[src/rtl/dma_chan_ctl.sv]
module dma_chan_ctl #(
  parameter int CNT_W       = 16,
  parameter int NUM_MASTERS = 2,
  parameter int MID_W       = (NUM_MASTERS > 1) ? $clog2(NUM_MASTERS) : 1
) (
  input  logic             clk,
  input  logic             rst_n,
  input  logic             master_en,
  input  logic             nmi_flag,
  input  logic             addr_err,
  input  logic             ext_req,
  input  logic             bus_wr,
  input  logic             bus_rd,
  input  logic             bus_addr,
  input  logic [MID_W-1:0] bus_master,
  input  logic [CNT_W-1:0] bus_wdata,
  output logic [CNT_W-1:0] bus_rdata,
  output logic             xfer_stb,
  output logic             xfer_done
);
  localparam logic [CNT_W-1:0] ONE = CNT_W'(1);

  logic             chan_en, ext_mode, done;
  logic [CNT_W-1:0] count;
  logic [NUM_MASTERS-1:0] seen;

  logic permit, set_done, read_one, clr_ok, wr_ctl, wr_cnt;

  assign permit   = chan_en & master_en & ~done & ~nmi_flag & ~addr_err & (count != '0);
  assign xfer_stb = permit & (~ext_mode | ext_req);
  assign set_done = xfer_stb & (count == ONE);
  assign wr_ctl   = bus_wr & ~bus_addr;
  assign wr_cnt   = bus_wr & bus_addr;
  assign read_one = bus_rd & ~bus_addr & done;
  assign clr_ok   = wr_ctl & ~bus_wdata[1] & done & seen[bus_master];
  assign xfer_done = done;

  always_comb begin
    bus_rdata = '0;
    if (bus_addr) bus_rdata = count;
    else          bus_rdata[2:0] = {ext_mode, done, chan_en};
  end

  always_ff @(posedge clk or negedge rst_n) begin
    if (!rst_n) begin
      chan_en  <= 1'b0;
      ext_mode <= 1'b0;
    end else if (wr_ctl) begin
      chan_en  <= bus_wdata[0];
      ext_mode <= bus_wdata[2];
    end
  end

  always_ff @(posedge clk or negedge rst_n) begin
    if (!rst_n)        count <= '0;
    else if (wr_cnt)   count <= bus_wdata;
    else if (xfer_stb) count <= count - ONE;
  end

  always_ff @(posedge clk or negedge rst_n) begin
    if (!rst_n)        done <= 1'b0;
    else if (set_done) done <= 1'b1;
    else if (clr_ok)   done <= 1'b0;
  end

  always_ff @(posedge clk or negedge rst_n) begin
    if (!rst_n)                   seen <= '0;
    else if (set_done || clr_ok)  seen <= '0;
    else if (read_one)            seen[bus_master] <= 1'b1;
  end


  stb_permitted_chk: assert property (@(posedge clk) disable iff (!rst_n)
    xfer_stb |-> (master_en && !nmi_flag && !addr_err && !xfer_done && bus_rdata_en_ok()));

  function automatic logic bus_rdata_en_ok();
    return chan_en && (count != '0);
  endfunction


  count_dec_chk: assert property (@(posedge clk) disable iff (!rst_n)
    (xfer_stb && !wr_cnt) |=> (count == $past(count) - ONE));


  count_hold_chk: assert property (@(posedge clk) disable iff (!rst_n)
    (!xfer_stb && !wr_cnt) |=> $stable(count));


  done_rise_chk: assert property (@(posedge clk) disable iff (!rst_n)
    $rose(done) |-> $past(xfer_stb && count == ONE));


  done_fall_chk: assert property (@(posedge clk) disable iff (!rst_n)
    $fell(done) |-> $past(bus_wr && !bus_addr && !bus_wdata[1]));


  done_blocks_chk: assert property (@(posedge clk) disable iff (!rst_n)
    done |-> !xfer_stb);
endmodule

[config.mk]
export PLATFORM = sky130hd
export DESIGN_NAME = dma_chan_ctl
export DESIGN_NICKNAME = d
export VERILOG_FILES = /design/src/rtl/dma_chan_ctl.sv
export SDC_FILE = /design/constraint.sdc
export NUM_CORES = 1
export LEC_CHECK = 0
export BUFFER_PORTS_ARGS = -buffer_cell sky130_fd_sc_hd__buf_2
export CAP_MARGIN = 10
export CORE_MARGIN = 2
export CORE_UTILIZATION = 52
export DETAILED_ROUTE_END_ITERATION = 10
export PLACE_DENSITY = 0.78
export SYNTH_ARGS = -nofsm -noshare
export SYNTH_HDL_FRONTEND = slang
export SYNTH_SLANG_ARGS = --single-unit
export TNS_END_PERCENT = 100
[constraint.sdc]
create_clock -name clk -period 2.4 [get_ports clk]
set_input_delay 0.48 -clock clk [delete_from_list [all_inputs] [get_ports clk]]
set_output_delay 0.48 -clock clk [all_outputs]
set_load 0.02 [all_outputs]
==> qor.yml <==
status: "complete, but fails checks"
violations: "DRC"
async_flop_share_pct: 100
timing.critical_path.fanout_max: 5
ys_types: 40
synthTopCellsByArea: "dfrtp_1 34%, a31oi_1 6.5%, and2_1 5.6%"
drc_errors: 2
period_share_pct: 99.4
holdWs_ns: 0.103
cts_tree: "yes"
maxCapViolations: 0
grt_usage_pct: 26.3
cts_buffers: 3
synth_area_leader_cell: "dfrtp_1"
rr_worst_depth: 7
ir_worst_vdd_uv: 403
drt_iter0_markers: 82
overflow: 0
die_h_um: 58.6
synth_edf_count: 0
place_ws_ns: 0.0936
crit_required_ns: 1.92
yosysWarningCount: 0
cp_data_arrival_time_ns: 1.91
vias_per_cell: 6.40
synth_ff_type: "dfrtp_1"
hold_path_class: "in -> async"
yosysTopAreaCellShare_pct: 33.9
skew_ns: 0.0106
cts.sinks: 21
die_x_um: 58.6
final.setup.worst_slack_ns: 0.0136
cpLargestDelayFamily: "simple AND/OR/NAND/NOR gates"
antenna_found_initial: 0
hold_buffers: 0
wire_per_inst_um: 16.3
power_density_nw_per_um2: 533
finalHoldViolCount: 0
critPathMaxStageDelay_ns: 0.58
syn-num-nets: 214
drt-total-wl_um: 4330
post_dp_cell_area_um2: 1810
fin_total_pwr_mw: 1.02
synthTopCellsByCount: "21 x dfrtp_1, 19 x nor2_1, 16 x a31oi_1, 14 x and2_1"
io_pins: 44
tns_ns: 0
grt_start_max_net_pins: 23
htree_num_levels: 1
clockBufferDepth: 2
syn_to_final_growth_pct: 23.4
grt_pass1_wl_um: 6980
cp_slowest_cell: "or4_4"
clk_pin_slew_ns: 0.14
drive_gt1_share_pct: 33.8
cp_num_cells: 4
setup_viol: 0
io_buffers: 43
final_nets: 264
ant_nets: 0
via_count: 1697
max_freq_mhz: 419
rsz0062_at_grt: "true"
coreArea_um2: 2810
crit_buf_inv: 1
leakagePower_nw: 0.812
dr.pass1.iters: 7
path_class: "reg -> out"
design_area_um2: 1910
die_area_um2: 3430
cp-end-kind: "primary output"
fp-row-count: 19
place_congestion: 0.834
synth_cells: 185
avgSynthCellArea_um2: 8.38
maxSlewHeadroom_pct: 67.5
seq_area_frac_synth_pct: 33.9
ys_ff_latch: 21
cp-start-kind: "register"
cts_root_buffer: "clkbuf_4"
grt_pass1_vias: 1620
worstMarginPinSlew_ns: 0.481
slew_violations: 0
place_hpwl_um: 3080
crit_chain: "or4_4, nor4_4, nor2_1, buf_4"
clk_latency_ns: 0.32
start_util_pct: 55.3
fin_crit_ns: 2.39
n_antenna_cell: 0
yosysMostFrequentCell: "dfrtp_1"
mappedNetlistArea_um2: 1550
==> per-layer routing <==
layer  vias to the layer above  global-route usage [%]  part of all wire, %
met2                        72                    47.8                   51
met4                         0                    10.1                  1.9
met5                         -                       0                    0
met1                       804                    31.5                   40
met3                        12                    3.52                  6.4
li1                        809                       -                    -
==> final timing paths <==
kind,start,endpoint,slack [ns]
hold / removal,rst_n,count[12],0.10
setup reg to reg,count[1],count[1],0.15
hold reg to reg,seen[0],seen[0],0.52
max in group asynchronous,rst_n,count[9],1.94
setup / recovery,count[8],xfer_stb,0.01
min in group clk,bus_wdata[7],count[7],0.36
==> report_power, final <==
part	switching, mW	total [mW]	internal [mW]
Clock	0.121	0.184	0.0624
Sequential	0.0615	0.474	0.413
Combinational	0.202	0.361	0.159
Total	0.385	1.02	0.634
==> stage by stage <==
| stage | cells | utilization (%) |
|---|---|---|
| floorplan | 185 | - |
| global placement | 255 | 64.7 |
| detailed placement | 255 | 64.7 |
| CTS | 263 | 67.5 |
| global route | 265 | 68.2 |
| finish | 265 | 68.2 |
==> layout by cell type (no fill, tap or decap), types with 2 or more instances in the layout <==
cell type / synthesis / routed
nor4_1: 4 / 4
buf_4: 0 / 15
nand3_1: 10 / 10
nor2b_1: 3 / 3
o31ai_1: 6 / 6
and3_1: 2 / 2
nand2_1: 8 / 8
o211ai_1: 2 / 2
inv_1: 4 / 2
ha_1: 3 / 2
dfrtp_2: 0 / 3
and4_1: 2 / 2
mux2_2: 4 / 4
dfrtp_1: 21 / 18
nor3_1: 6 / 6
or4_4: 2 / 3
a31oi_1: 16 / 16
clkbuf_4: 0 / 3
nor2_1: 19 / 19
and2_1: 14 / 14
or4_1: 10 / 9
o21ai_0: 6 / 6
inv_2: 0 / 2
buf_2: 4 / 42
nand4_1: 7 / 7
nor4bb_1: 2 / 2
or3_1: 6 / 6
==> sequential cells by signal (all words and copies together), names as in the netlist <==
| register | count |
|---|---|
| ext_mode | 1 |
| seen | 2 |
| xfer_done | 1 |
| chan_en | 1 |
| count | 16 |
==> layout make-up <==
type                            instances  area [um^2]
Multi-Input combinational cell        148          980
Fill cell                             240          892
Sequential cell                        21          529
Timing Repair Buffer                   57          323
Tap cell                               31         38.8
Clock buffer                            3         22.5
Inverter                                4         15.0
Clock inverter                          1         5.00
==> cell families after synthesis <==
family          count (synthesis)  synth area share, %
mux                             5                 3.55
compound gates                 39                 16.9
buf+inv                        16                 4.20
fa+ha+maj                       3                 2.42
simple gates                  101                 39.0
flops                          21                 33.9
==> timing repair <==
| item | in CTS | in global routing |
|---|---|---|
| buffers inserted | 4 | 2 |
| endpoints found under the setup margin | 1 | 1 |
| gates cloned | 0 | 0 |
| pin swaps | 2 | 1 |
| gates resized for setup | 8 | 2 |
Note: power is estimated with default switching activity, not from simulation.
